$ cat src/rtl/chain_pkg.sv
package chain_pkg;

  // Ring neighbours of a slice index.
  function automatic int unsigned ring_prev(input int unsigned idx, input int unsigned n);
    return (idx == 0) ? n - 1 : idx - 1;
  endfunction

  function automatic int unsigned ring_next(input int unsigned idx, input int unsigned n);
    return (idx + 1 == n) ? 0 : idx + 1;
  endfunction

  // Address width for a slice depth (at least one bit).
  function automatic int unsigned addr_bits(input int unsigned depth);
    return (depth > 1) ? $clog2(depth) : 1;
  endfunction

  // Count width able to hold 0..depth.
  function automatic int unsigned count_bits(input int unsigned depth);
    return $clog2(depth + 1);
  endfunction

  typedef struct packed {
    logic wr_pass;
    logic rd_pass;
  } handoff_t;

endpackage

$ cat src/rtl/slice_token_ctrl.sv
module slice_token_ctrl
  import chain_pkg::*;
#(
  parameter int unsigned DEPTH = 4,
  localparam int unsigned AW = addr_bits(DEPTH),
  localparam int unsigned CW = count_bits(DEPTH)
) (
  input  logic          clk,
  input  logic          rst_n,
  input  logic          first_load_n,
  input  logic          wr_req,
  input  logic          rd_req,
  input  logic          xi_wr_n,
  input  logic          xi_rd_n,
  output logic          wr_stb,
  output logic          rd_stb,
  output logic [AW-1:0] wr_loc,
  output logic [AW-1:0] rd_loc,
  output logic          xo_wr_n,
  output logic          xo_rd_n,
  output logic          is_empty,
  output logic          is_full,
  output logic          wtok_o,
  output logic          rtok_o
);

  localparam logic [AW-1:0] LAST_LOC = AW'(DEPTH - 1);
  localparam logic [CW-1:0] FULL_CNT = CW'(DEPTH);

  function automatic logic [AW-1:0] loc_step(input logic [AW-1:0] p);
    return (p == LAST_LOC) ? '0 : p + AW'(1);
  endfunction

  logic [AW-1:0] wptr, rptr;
  logic [CW-1:0] fill;
  logic          wtok, rtok;
  handoff_t      pass;

  assign is_empty = (fill == '0);
  assign is_full  = (fill == FULL_CNT);

  assign wr_stb = wr_req & wtok & ~is_full;
  assign rd_stb = rd_req & rtok & ~is_empty;

  assign pass.wr_pass = wr_stb & (wptr == LAST_LOC);
  assign pass.rd_pass = rd_stb & (rptr == LAST_LOC);

  assign xo_wr_n = ~pass.wr_pass;
  assign xo_rd_n = ~pass.rd_pass;
  assign wr_loc  = wptr;
  assign rd_loc  = rptr;
  assign wtok_o  = wtok;
  assign rtok_o  = rtok;

  always_ff @(posedge clk) begin
    if (!rst_n) begin
      wptr <= '0;
      rptr <= '0;
      fill <= '0;
      wtok <= ~first_load_n;
      rtok <= ~first_load_n;
    end else begin
      // Token is dropped on the last-location access, taken on an incoming pulse.
      wtok <= (wtok & ~pass.wr_pass) | ~xi_wr_n;
      rtok <= (rtok & ~pass.rd_pass) | ~xi_rd_n;
      if (wr_stb) wptr <= loc_step(wptr);
      if (rd_stb) rptr <= loc_step(rptr);
      fill <= fill + CW'(wr_stb) - CW'(rd_stb);
    end
  end

  assert_no_overflow_R7: assert property (@(posedge clk) disable iff (!rst_n)
    fill <= FULL_CNT);

  assert_wptr_wrap_R4: assert property (@(posedge clk) disable iff (!rst_n)
    (wr_stb && wptr == LAST_LOC) |=> (wptr == '0));

  assert_rptr_wrap_R4: assert property (@(posedge clk) disable iff (!rst_n)
    (rd_stb && rptr == LAST_LOC) |=> (rptr == '0));

endmodule

$ cat src/rtl/chain_flag_join.sv
module chain_flag_join #(
  parameter int unsigned NUM_SLICES = 3
) (
  input  logic [NUM_SLICES-1:0] slice_empty,
  input  logic [NUM_SLICES-1:0] slice_full,
  output logic                  all_empty,
  output logic                  all_full
);

  // A composite flag asserts only when every slice reports it.
  assign all_empty = &slice_empty;
  assign all_full  = &slice_full;

endmodule

$ cat src/rtl/fifo_chain_ctrl.sv
module fifo_chain_ctrl
  import chain_pkg::*;
#(
  parameter int unsigned NUM_SLICES  = 3,
  parameter int unsigned SLICE_DEPTH = 4,
  localparam int unsigned AW = addr_bits(SLICE_DEPTH)
) (
  input  logic                     clk,
  input  logic                     rst_n,
  input  logic [NUM_SLICES-1:0]    first_load_n,
  input  logic                     wr_req,
  input  logic                     rd_req,
  output logic [NUM_SLICES-1:0]    wr_strobe,
  output logic [NUM_SLICES-1:0]    rd_strobe,
  output logic [NUM_SLICES*AW-1:0] wr_addr,
  output logic [NUM_SLICES*AW-1:0] rd_addr,
  output logic [NUM_SLICES-1:0]    xo_wr_n,
  output logic [NUM_SLICES-1:0]    xo_rd_n,
  output logic                     all_empty,
  output logic                     all_full
);

  logic [NUM_SLICES-1:0] slice_empty, slice_full;
  logic [NUM_SLICES-1:0] wtok, rtok;

  for (genvar k = 0; k < NUM_SLICES; k++) begin : g_slice
    localparam int unsigned PREV = ring_prev(k, NUM_SLICES);
    localparam int unsigned NEXT = ring_next(k, NUM_SLICES);

    slice_token_ctrl #(.DEPTH(SLICE_DEPTH)) u_slice (
      .clk          (clk),
      .rst_n        (rst_n),
      .first_load_n (first_load_n[k]),
      .wr_req       (wr_req),
      .rd_req       (rd_req),
      .xi_wr_n      (xo_wr_n[PREV]),
      .xi_rd_n      (xo_rd_n[PREV]),
      .wr_stb       (wr_strobe[k]),
      .rd_stb       (rd_strobe[k]),
      .wr_loc       (wr_addr[k*AW +: AW]),
      .rd_loc       (rd_addr[k*AW +: AW]),
      .xo_wr_n      (xo_wr_n[k]),
      .xo_rd_n      (xo_rd_n[k]),
      .is_empty     (slice_empty[k]),
      .is_full      (slice_full[k]),
      .wtok_o       (wtok[k]),
      .rtok_o       (rtok[k])
    );

    assert_wtok_pass_R5: assert property (@(posedge clk) disable iff (!rst_n)
      !xo_wr_n[k] |=> wtok[NEXT]);

    assert_rtok_pass_R6: assert property (@(posedge clk) disable iff (!rst_n)
      !xo_rd_n[k] |=> rtok[NEXT]);
  end

  chain_flag_join #(.NUM_SLICES(NUM_SLICES)) u_flags (
    .slice_empty (slice_empty),
    .slice_full  (slice_full),
    .all_empty   (all_empty),
    .all_full    (all_full)
  );

  assert_one_writer_R2: assert property (@(posedge clk) disable iff (!rst_n)
    $onehot0(wr_strobe));

  assert_one_reader_R3: assert property (@(posedge clk) disable iff (!rst_n)
    $onehot0(rd_strobe));

  assert_full_blocks_R7: assert property (@(posedge clk) disable iff (!rst_n)
    all_full |-> (wr_strobe == '0));

  assert_empty_blocks_R8: assert property (@(posedge clk) disable iff (!rst_n)
    all_empty |-> (rd_strobe == '0));

endmodule

$ cat config.mk
export PLATFORM = sky130hd
export DESIGN_NAME = fifo_chain_ctrl
export DESIGN_NICKNAME = d
export VERILOG_FILES = /design/src/rtl/chain_pkg.sv /design/src/rtl/slice_token_ctrl.sv /design/src/rtl/chain_flag_join.sv /design/src/rtl/fifo_chain_ctrl.sv
export SDC_FILE = /design/constraint.sdc
export NUM_CORES = 1
export LEC_CHECK = 0
export CORE_MARGIN = 4
export CORE_UTILIZATION = 25
export CTS_BUF_LIST = sky130_fd_sc_hd__clkbuf_4 sky130_fd_sc_hd__clkbuf_8
export DETAILED_ROUTE_END_ITERATION = 10
export PLACE_DENSITY = 0.58
export SLEW_MARGIN = 10
export SYNTH_ARGS = -nofsm -noshare
export SYNTH_HDL_FRONTEND = slang
export SYNTH_SLANG_ARGS = --single-unit
$ cat constraint.sdc
create_clock -name clk -period 2.2 [get_ports clk]
set_clock_uncertainty 0.05 [all_clocks]
set_input_delay 0.44 -clock clk [delete_from_list [all_inputs] [get_ports clk]]
set_output_delay 0.44 -clock clk [all_outputs]
set_load 0.03 [all_outputs]
* Word level (Yosys, flattened, before mapping)
Cells that the tools add are included.
** Storage, ports and cells
- Flip-flop bits (word level) :: 27
- Input port bits :: 7
- Output and inout port bits :: 26
- Logic and storage cells :: 98
** Operators by class
- $add $sub $neg :: 12
- Eq/ne operators :: 9
- Multiplexer cells :: 12
- Bitwise logic cells :: 45
- Reduce and logical (&&, ||, !) cells :: 5
** Operators by type and width (number)
- $and 1x1->1 :: 24
- $not 1->1 :: 15
- $add 2x1->2 const B :: 6
- $eq 2x2->1 const B :: 6
- $mux 2 :: 6
- $add 3x1->3 :: 3
- $eq 3x3->1 const B :: 3
- $logic_not 3->1 :: 3
- $sub 3x1->3 :: 3
- $mux 1 :: 6
- $or 1x1->1 :: 6
- $reduce_and 3->1 :: 2

* Depth between registers and ports, before layout
Gate-level depths: netlist (run 1).
- Depth after elaboration :: 8
- Mapped depth :: 10

* Modules after synthesis
From an unflattened synthesis (run 1), not the netlist that was laid out.
** Second synthesis, totals
- Cells, all modules :: 158
- Area total of the unflattened synthesis :: 1483.9 um^2
** Modules (own cells, without submodules)
- slice_token_ctrl :: times used 3, cells each 52, area each 490.5 um^2, sequential area each 180.2 um^2
- chain_flag_join :: times used 1, cells each 2, area each 12.5 um^2, sequential area each 0.0 um^2

* Worst setup path before layout (run 1)
OpenSTA, ideal clock, no wires.
- Kind :: reg-to-reg
- From :: register g_slice[2].u_slice.fill[2]
- To :: register g_slice[2].u_slice.fill[2]
- Arrival :: 1982 ps
- Data required time :: 2035 ps
- Path slack :: 53 ps
- Stages on the path, launching flop included :: 9
- Path buffers :: 0
- Cell sequence :: dfxtp_1 -> or3b_1 -> nand3_1 -> xnor2_1 -> ha_1 -> fa_1 -> xor2_1 -> xnor2_1 -> and2_1
** On the way
- Longest elaborated chain between the ends :: 5
** RTL lines
- start: declaration :: line slice_token_ctrl.sv:35 : logic [CW-1:0] fill;
- start signal: assignment :: line slice_token_ctrl.sv:68 : fill <= fill + CW'(wr_stb) - CW'(rd_stb);
- $eq 3x3->1 :: line slice_token_ctrl.sv:40 : assign is_full = (fill == FULL_CNT);
- $not 1->1 :: line slice_token_ctrl.sv:42 : assign wr_stb = wr_req & wtok & ~is_full;
- $and 1x1->1 :: line slice_token_ctrl.sv:42
- $add 3x1->3 :: line slice_token_ctrl.sv:68
- $sub 3x1->3 (*) :: line slice_token_ctrl.sv:68
Every way passes the cells marked *; elsewhere a longest branch is shown, timed or not.
A chain may end at the register's enable or synchronous reset.

* Worst setup path after layout (run 1)
- From :: register g_slice[0].u_slice.fill[2]
- To :: register g_slice[0].u_slice.fill[2]
** On the way
- Longest elaborated chain between the ends :: 5
** RTL lines (line)
- start: declaration :: slice_token_ctrl.sv:35
- start signal: assignment :: slice_token_ctrl.sv:68
- $eq 3x3->1 :: slice_token_ctrl.sv:40
- $not 1->1 :: slice_token_ctrl.sv:42
- $and 1x1->1 :: slice_token_ctrl.sv:42
- $add 3x1->3 :: slice_token_ctrl.sv:68
- $sub 3x1->3 (*) :: slice_token_ctrl.sv:68
Marks and branches as above.

==> results.py, run 1 <==
metrics = {
    "outcome": {
        "status": "finished, final reports clean",
    },
    "worst_setup_path": {
        "reg2reg_depth": 8,
        "cp_top_family": "adder cells",
        "r2r_start": "g_slice[0].u_slice.fill[2]",
        "worst_setup_path_start_kind": "flip-flop",
        "arrival_ns": 2.25,
        "timing.rr.end": "g_slice[0].u_slice.fill[2]",
        "rrSetupSlack_ns": 0.10,
        "crit_path_end_kind": "flip-flop",
        "slowest_delay_ns": 0.40,
        "cp_cell_sequence": "o311ai_4 -> xnor2_1 -> ha_2 -> inv_2 -> fa_2 -> xor2_2 -> and2_1 -> nor3_1",
        "path_class": "reg2reg",
        "cp.required_ns": 2.35,
        "cp.buffers_inverters": 1,
        "crit_path_top_delay_cell": "fa_2",
        "critPathMaxFanout": 3,
    },
    "die": {
        "rows": 27,
        "die_x_um": 85.1,
        "coreArea_um2": 5640,
        "io_pins": 33,
        "die_area_um2": 7250,
        "fp.dieH_um": 85.1,
        "start_util": 0.264,
    },
    "cells_and_area": {
        "num_antenna_cells": 0,
        "fin_nets": 251,
        "drive_gt1_frac": 0.368,
        "regArea_um2": 554,
        "final_area_um2": 2210,
        "nFillCells": 575,
        "multi_input_area_um2": 886,
        "area_delta_synth_final_pct": 48.3,
    },
    "routing": {
        "top_layer_used": "met4",
        "drtAntennaViolNets": 0,
        "wirelength_um": 3620,
        "wirelength_met1_um": 1700,
        "drt_pass1_iterations": 4,
        "num_vias": 1378,
        "route.detailed.drc": 0,
        "met3_length_um": 155,
        "post_drt_wl_per_cell_um": 11.9,
        "drt-initial-drc-count": 31,
        "wl_met2_um": 1720,
        "vias_per_cell": 4.55,
    },
    "power": {
        "totalPowerFinal_w": 0.00225,
        "leakage_nw": 0.926,
        "ir_drop_v": 0.000401,
        "power_density_nw_per_um2": 1020,
    },
    "timing": {
        "rsz0062_at_grt": "yes",
        "finalMaxSlewViolations": 0,
        "relSlewSlack": 0.757,
        "period_needed_ns": 2.10,
        "final_hold_viol_count": 0,
        "max_freq_mhz": 476,
        "whs_ns": 0.428,
        "setup_viol": 0,
        "layout_setup_ws_ns": 0.101,
        "tightestPinTransition_ns": 0.364,
        "finalCritPeriodShare": 0.954,
    },
    "synth": {
        "synthCells": 170,
        "synthSimpleGateAreaFrac": 0.249,
        "synth_compound_area_frac": 0.141,
        "netlist_area_um2": 1490,
        "synth_top_family_by_area": "simple AND/OR/NAND/NOR gates",
        "ys_seq_area_frac": 0.363,
        "synth_nets": 189,
        "synth_seq_cells": 27,
        "synth_xor_area_frac": 0.0412,
        "avgSynthCellArea_um2": 8.75,
        "yosys_warnings": 0,
        "synth.area.mux_share": 0,
        "synthAdderAreaFrac": 0.116,
        "synth.distinct_cells": 30,
    },
    "hold_path": {
        "hold_start": "g_slice[0].u_slice.rd_loc[1]",
        "hold_path.class": "reg2reg",
        "whs_endpoint": "g_slice[0].u_slice.rd_loc[1]",
        "min_delay_path_depth": 2,
    },
    "clock_tree": {
        "cts_buffer_depth": 2,
        "cts_tree": "done",
        "clock-sinks": 27,
        "cts_made_buffers": 3,
        "insertion_delay_ns": 0.27,
        "clkTransAtPathRegs_ns": 0.09,
        "cts_max_level": 1,
        "clockRootBuffer": "clkbuf_8",
    },
    "placed_design": {
        "place_ws_ns": -0.427,
        "hpwl_um": 2790,
        "finalWeightedCongestion": 0.730,
        "portBuffers": 32,
        "place_area_um2": 2000,
    },
    "grt": {
        "track_usage": 0.108,
        "grt_pass1_wl_um": 6500,
        "grt_pass1_vias": 1376,
        "antenna_found_initial": 0,
        "gr-total-overflow": 0,
        "grt_max_degree": 15,
    },
    "run": {
        "drv_cap": 0,
    },
}
-- final cells by class --
cell class | instances | area share
Sequential cell | 27 | 0.251
Inverter | 8 | 0.0136
Multi-Input combinational cell | 120 | 0.402
Clock buffer | 4 | 0.0221
Timing Repair Buffer | 72 | 0.271
Tap cell | 72 | 0.0408
-- report_power, final --
part           internal (W)  total [W]  switching [W]  leakage (nW)
Clock              0.000142   0.000299       0.000156        0.0262
Combinational      0.000606    0.00116       0.000557         0.674
Sequential         0.000619   0.000784       0.000165         0.226
-- worst min-delay path: cells and delay by family (launching register included) --
| kind | cells | cell delay [ns] |
|---|---|---|
| compound gates | 1 | 0.05 |
| flops | 1 | 0.33 |
| simple gates | 1 | 0.05 |
-- stage by stage --
step           utilization  TNS, ns  instances
2_1_floorplan            -        0        170
3_3_place_gp         0.354    -2.07        289
3_5_place_dp         0.354    -2.31        289
4_1_cts              0.374  -0.0187        296
5_1_grt              0.391  -0.0507        303
6_report             0.391        0        303
-- placed cells by master (no fill, tap or decap), types with 4 or more instances in the layout --
cell and count:
buf_4 48, nand2_1 21, dfxtp_1 20, clkdlybuf4s50_1 16, a21oi_1 14, nor2_1 8
o21ai_0 8, ha_1 8, and2_1 7, dfxtp_2 5, inv_2 4, xnor2_1 4
nand4_1 4, a31oi_1 4
-- sequential cells by signal (all words and copies together), names as in the netlist --
name                    count
g_slice.u_slice.rtok_o      3
g_slice.u_slice.wr_loc      6
g_slice.u_slice.rd_loc      6
g_slice.u_slice.wtok_o      3
g_slice.u_slice.fill        9
-- cell usage after synthesis --
cell type / n / area share
o311ai_0: 1 / 0.0059
clkbuf_1: 2 / 0.0050
nor2_1: 10 / 0.025
nor4_1: 2 / 0.0084
nor2b_1: 3 / 0.013
buf_4: 12 / 0.061
a31oi_1: 4 / 0.017
clkinv_1: 1 / 0.0025
o311ai_2: 3 / 0.033
or3b_1: 4 / 0.024
o21ai_0: 8 / 0.027
nor3b_2: 3 / 0.025
nand4_1: 4 / 0.017
ha_1: 9 / 0.076
and2_1: 7 / 0.029
or3_1: 3 / 0.013
inv_1: 4 / 0.010
xnor2_1: 4 / 0.024
inv_2: 3 / 0.0076
dfxtp_1: 27 / 0.36
nand2_1: 21 / 0.053
xor2_1: 3 / 0.018
nand3_1: 4 / 0.013
o22ai_1: 2 / 0.0084
o21ai_1: 1 / 0.0034
nor3_1: 4 / 0.013
a21oi_1: 14 / 0.047
fa_1: 3 / 0.040
buf_2: 1 / 0.0034
or4_1: 3 / 0.015
-- how the worst max path moves through the flow --
stage | startpoint | end | cells past startpoint
floorplan | g_slice[2].u_slice.fill[2] | g_slice[2].u_slice.fill[2] | 8
global placement | wr_req | g_slice[1].u_slice.fill[2] | 11
detailed placement | wr_req | g_slice[1].u_slice.fill[2] | 11
CTS | rd_req | g_slice[2].u_slice.fill[2] | 10
global route | g_slice[0].u_slice.fill[0] | g_slice[0].u_slice.fill[2] | 9
finish | g_slice[0].u_slice.fill[2] | g_slice[0].u_slice.fill[2] | 8
-- logic make-up after synthesis --
kind of cell	after synthesis
compound gates	33
xor+xnor	7
fa+ha+maj	12
buf+inv	23
flops	27
simple gates	68
-- repair_timing --
action,4_1_cts,5_1_grt
endpoints found under the setup margin,7,7
setup buffers,3,7
gates resized for setup,18,22
hold buffers,0,0
pin swaps,3,10
-- metal layers --
layer / track usage / up-vias
met3: 0.0262 / 4
met4: 0.0216 / 0
li1: - / 710
met1: 0.143 / 635
met2: 0.177 / 29
met5: 0 / -
Power figures use the tool's default switching activity.
==> inputs of run 2 (changes only) <==
--- a/config.mk
+++ b/config.mk
@@ -5,7 +5,7 @@
 export SDC_FILE = /design/constraint.sdc
 export NUM_CORES = 1
 export LEC_CHECK = 0
-export CORE_MARGIN = 4
+export CORE_MARGIN = 2
 export CORE_UTILIZATION = 25
 export CTS_BUF_LIST = sky130_fd_sc_hd__clkbuf_4 sky130_fd_sc_hd__clkbuf_8
 export DETAILED_ROUTE_END_ITERATION = 10
==> results.py, run 2 (synthesis results as in run 1) <==
metrics = {
    "cells_and_area": {
        "largest_reg_flops": 9,
        "area_delta_synth_final_pct": 41.0,
        "final_core_util": 0.359,
        "fin_nets": 239,
        "nFillCells": 608,
        "drive_gt1_frac": 0.301,
        "final_common_cell": "buf_4",
        "num_antenna_cells": 0,
        "final_cell_mix": "buf_4 (37), nand2_1 (20), dfxtp_1 (20), clkdlybuf4s50_1 (16), a21oi_1 (14)",
        "top_register": "g_slice.u_slice.fill",
    },
    "worst_setup_path": {
        "critPathMaxFanout": 5,
        "cp.buffers_inverters": 2,
        "worst_setup_path_start_kind": "flip-flop",
        "rrSetupSlack_ns": 0.08,
        "cp_cell_sequence": "nor3b_4 -> buf_4 -> or3b_1 -> clkdlybuf4s15_2",
        "path_class": "reg2out",
        "cp_top_family": "simple AND/OR/NAND/NOR gates",
        "slowest_delay_ns": 0.41,
        "cp.required_ns": 1.71,
        "arrival_ns": 1.67,
        "crit_path_end_kind": "primary output",
        "crit_path_top_delay_cell": "or3b_1",
    },
    "grt": {
        "track_usage": 0.123,
        "grt_pass1_wl_um": 6310,
        "antenna_found_initial": 0,
        "grt_max_degree": 15,
        "grt_pass1_vias": 1343,
        "gr-total-overflow": 0,
    },
    "die": {
        "rows": 28,
        "coreArea_um2": 5850,
        "fp.dieH_um": 81.1,
        "die_area_um2": 6580,
        "io_pins": 33,
        "die_x_um": 81.1,
        "start_util": 0.254,
    },
    "run": {
        "drv_cap": 0,
    },
    "routing": {
        "top_layer_used": "met4",
        "wirelength_um": 3700,
        "route.detailed.drc": 0,
        "drt-initial-drc-count": 32,
        "num_vias": 1330,
        "wirelength_met1_um": 1700,
        "drtAntennaViolNets": 0,
        "met3_length_um": 126,
        "drt_pass1_iterations": 4,
        "wl_met2_um": 1830,
        "vias_per_cell": 4.52,
        "post_drt_wl_per_cell_um": 12.6,
    },
    "outcome": {
        "status": "finished, final reports clean",
    },
    "clock_tree": {
        "cts_buffer_depth": 2,
        "clock-sinks": 27,
        "clkTransAtPathRegs_ns": 0.09,
        "cts_tree": "done",
        "clockRootBuffer": "clkbuf_8",
        "insertion_delay_ns": 0.27,
        "cts_hold_buf": 0,
        "cts_max_level": 1,
        "cts_made_buffers": 3,
    },
    "timing": {
        "setup_viol": 0,
        "layout_setup_ws_ns": 0.0412,
        "whs_ns": 0.433,
        "final_hold_viol_count": 0,
        "max_freq_mhz": 463,
        "relSlewSlack": 0.763,
        "tightestPinTransition_ns": 0.355,
        "finalSetupTns_ns": 0,
        "finalMaxSlewViolations": 0,
        "period_needed_ns": 2.16,
        "finalCritPeriodShare": 0.981,
        "rsz0062_at_grt": "yes",
    },
    "power": {
        "seq_power_share": 0.360,
        "ir_drop_v": 0.000481,
        "clkPwrFrac": 0.137,
        "p_int_w": 0.00131,
        "switching_share": 0.402,
        "p_comb_frac": 0.503,
        "leakage_nw": 0.860,
        "switching_power_w": 0.000879,
        "totalPowerFinal_w": 0.00218,
        "power_density_nw_per_um2": 1040,
    },
    "placed_design": {
        "place_ws_ns": -0.481,
        "hpwl_um": 2800,
        "portBuffers": 32,
        "finalWeightedCongestion": 0.739,
    },
    "hold_path": {
        "hold_path.class": "reg2reg",
    },
}
## run 2: routing by layer
layer | global-route usage | up-vias
met5 | 0 | -
met4 | 0.0356 | 0
met3 | 0.0200 | 4
met2 | 0.202 | 27
met1 | 0.166 | 615
li1 | - | 684
## run 2: power by group through the flow
stage	clock network, W	logic, W	registers, W
final	0.000298	0.00110	0.000787
after floorplan	0	0.000574	0.000808
after global placement	0	0.000994	0.000751
after CTS	0.000306	0.00105	0.000755
after global routing	0.000332	0.00124	0.000807
after detailed placement	0	0.00103	0.000752
## run 2: timing repair
| item | CTS | global route |
|---|---|---|
| hold endpoints to repair | 0 | 0 |
| setup endpoints to repair | 9 | 5 |
| gates resized for setup | 18 | 15 |
| setup buffers | 0 | 3 |
| pin swaps | 0 | 3 |
## run 2: stage by stage
stage | instances | area [um2]
2_1_floorplan | 170 | 1490
3_3_place_gp | 287 | 1960
3_5_place_dp | 287 | 1960
4_1_cts | 291 | 2030
5_1_grt | 294 | 2100
6_report | 294 | 2100
## run 2: worst register-to-register path, stage by stage, from the launching register on
cell and delay, ns:
dfxtp_2 0.38, or3b_4 0.40, nand3_1 0.13, xnor2_1 0.09, ha_1 0.20, fa_2 0.35
xor2_2 0.16, xnor2_1 0.12, and2_1 0.14
## run 2: final timing paths
path                                 from                           end  cells past startpoint
max            g_slice[0].u_slice.fill[2]                    xo_wr_n[0]                      4
min          g_slice[0].u_slice.rd_loc[1]  g_slice[0].u_slice.rd_loc[1]                      2
max reg2reg    g_slice[2].u_slice.fill[2]    g_slice[2].u_slice.fill[2]                      8
min reg2reg  g_slice[0].u_slice.rd_loc[1]  g_slice[0].u_slice.rd_loc[1]                      2
## run 2: area by class of cell
class                      count  area (um2)  share of cell area
clock buffer                   4        48.8              0.0233
tap                           75        93.8              0.0447
inverter                       8        30.0              0.0143
timing repair buffer          60         502               0.239
sequential                    27         554               0.264
multi-input combinational    120         870               0.414
==> inputs of run 3 (changes only) <==
--- a/config.mk
+++ b/config.mk
@@ -5,11 +5,14 @@
 export SDC_FILE = /design/constraint.sdc
 export NUM_CORES = 1
 export LEC_CHECK = 0
+export CAP_MARGIN = 20
+export CELL_PAD_IN_SITES_DETAIL_PLACEMENT = 1
+export CELL_PAD_IN_SITES_GLOBAL_PLACEMENT = 1
 export CORE_MARGIN = 2
 export CORE_UTILIZATION = 25
 export CTS_BUF_LIST = sky130_fd_sc_hd__clkbuf_4 sky130_fd_sc_hd__clkbuf_8
 export DETAILED_ROUTE_END_ITERATION = 10
-export PLACE_DENSITY = 0.58
+export PLACE_DENSITY = 0.7
 export SLEW_MARGIN = 10
 export SYNTH_ARGS = -nofsm -noshare
 export SYNTH_HDL_FRONTEND = slang
==> results.py, run 3 (synthesis results as in run 1) <==
metrics = {
    "worst_setup_path": {
        "slowest_delay_ns": 0.41,
        "cp_top_family": "simple AND/OR/NAND/NOR gates",
        "rrSetupSlack_ns": 0.06,
        "cp_cell_sequence": "or3b_4 -> nand3_2 -> xnor2_2 -> ha_2 -> fa_2 -> xor2_2 -> xnor2_1 -> and2_1",
        "cp.buffers_inverters": 0,
        "worst_setup_path_start_kind": "flip-flop",
        "path_class": "reg2reg",
        "crit_path_end_kind": "flip-flop",
        "arrival_ns": 2.28,
        "crit_path_top_delay_cell": "or3b_4",
        "critPathMaxFanout": 5,
        "r2r_start": "g_slice[2].u_slice.fill[1]",
        "reg2reg_depth": 8,
        "cp.required_ns": 2.33,
        "timing.rr.end": "g_slice[2].u_slice.fill[2]",
    },
    "timing": {
        "tightestPinTransition_ns": 0.335,
        "whs_ns": 0.434,
        "final_hold_viol_count": 0,
        "setup_viol": 0,
        "period_needed_ns": 2.14,
        "relSlewSlack": 0.776,
        "finalMaxSlewViolations": 0,
        "max_freq_mhz": 467,
        "finalCritPeriodShare": 0.973,
    },
    "cells_and_area": {
        "top_register": "g_slice.u_slice.fill",
        "nFillCells": 680,
        "num_antenna_cells": 0,
        "fin_nets": 245,
        "final_cell_mix": "buf_4 (43), nand2_1 (21), dfxtp_1 (21), clkdlybuf4s50_1 (16), a21oi_1 (14)",
        "final_core_util": 0.371,
        "largest_reg_flops": 9,
        "multi_input_area_um2": 891,
        "area_delta_synth_final_pct": 45.8,
        "final_common_cell": "buf_4",
        "drive_gt1_frac": 0.342,
        "regArea_um2": 556,
    },
    "grt": {
        "antenna_found_initial": 0,
        "track_usage": 0.128,
        "grt_max_degree": 16,
        "gr-total-overflow": 0,
        "grt_pass1_vias": 1338,
        "grt_pass1_wl_um": 6490,
    },
    "placed_design": {
        "hpwl_um": 3060,
        "finalWeightedCongestion": 0.731,
        "portBuffers": 32,
    },
    "die": {
        "rows": 28,
        "fp.dieH_um": 81.1,
        "start_util": 0.254,
        "io_pins": 33,
        "die_x_um": 81.1,
        "die_area_um2": 6580,
        "coreArea_um2": 5850,
    },
    "routing": {
        "drt_pass1_iterations": 4,
        "post_drt_wl_per_cell_um": 13.4,
        "drt-initial-drc-count": 22,
        "wirelength_um": 4020,
        "num_vias": 1373,
        "route.detailed.drc": 0,
        "drtAntennaViolNets": 0,
        "vias_per_cell": 4.58,
    },
    "clock_tree": {
        "clockRootBuffer": "clkbuf_8",
        "clkTransAtPathRegs_ns": 0.11,
        "cts_buffer_depth": 2,
        "cts_tree": "done",
        "clock-sinks": 27,
        "insertion_delay_ns": 0.28,
        "cts_hold_buf": 0,
        "cts_made_buffers": 3,
        "cts_max_level": 1,
    },
    "power": {
        "ir_drop_v": 0.000398,
        "totalPowerFinal_w": 0.00223,
        "leakage_nw": 0.897,
        "power_density_nw_per_um2": 1030,
    },
    "hold_path": {
        "hold_path.class": "reg2reg",
        "hold_start": "g_slice[1].u_slice.rd_loc[1]",
        "min_delay_path_depth": 2,
        "whs_endpoint": "g_slice[1].u_slice.rd_loc[1]",
    },
    "run": {
        "drv_cap": 0,
    },
    "outcome": {
        "status": "finished, final reports clean",
    },
}
## run 3: worst max-delay path by stage
stage	from	end	slack (ns)	cells past startpoint
2_1_floorplan	g_slice[2].u_slice.fill[2]	g_slice[2].u_slice.fill[2]	0.05	8
3_3_place_gp	wr_req	xo_wr_n[0]	-0.38	4
3_5_place_dp	wr_req	xo_wr_n[0]	-0.43	4
4_1_cts	rd_req	g_slice[2].u_slice.fill[2]	0.01	10
5_1_grt	g_slice[2].u_slice.fill[0]	g_slice[2].u_slice.fill[2]	-0.006	8
6_report	g_slice[2].u_slice.fill[1]	g_slice[2].u_slice.fill[2]	0.06	8
## run 3: what timing repair did
| item | in CTS | in global routing |
|---|---|---|
| buffers inserted | 1 | 3 |
| setup endpoints to repair | 7 | 4 |
| gates resized for setup | 22 | 17 |
| pin swaps | 4 | 5 |
## run 3: through the flow
step	cell area, um2	instances	worst slack, ns	setup TNS [ns]
floorplan	1490	170	0.0532	0
global placement	2000	292	-0.377	-2.08
detailed placement	2000	292	-0.435	-2.61
CTS	2090	297	0.0113	0
global route	2170	300	-0.00614	-0.00614
finish	2170	300	0.0585	0
## run 3: routing by layer
layer,part of all wire,up-vias,routed length [um],track usage
met5,0,-,0,0
met4,0.0080,0,32,0.0305
met3,0.025,5,102,0.0211
met2,0.49,19,1990,0.223
met1,0.47,657,1900,0.166
li1,-,692,-,-
## run 3: final cells by class
type | count | share of cell area
multi-input cells | 120 | 0.411
flip-flops and latches | 27 | 0.256
repair buffers | 66 | 0.254
well taps | 75 | 0.0433
clock buffers | 3 | 0.0190
inverters | 8 | 0.0138
clock inverters | 1 | 0.00231
## run 3: tightest hold or removal path: cells and delay by family (launching register included)
family,cells,cell delay (ns)
flops,1,0.34
compound gates,1,0.05
simple gates,1,0.06
## run 3: power by group
group	internal, W	total, W	switching [W]
clock	0.000127	0.000300	0.000173
sequential	0.000616	0.000783	0.000167
combinational	0.000576	0.00114	0.000566
total	0.00132	0.00223	0.000906
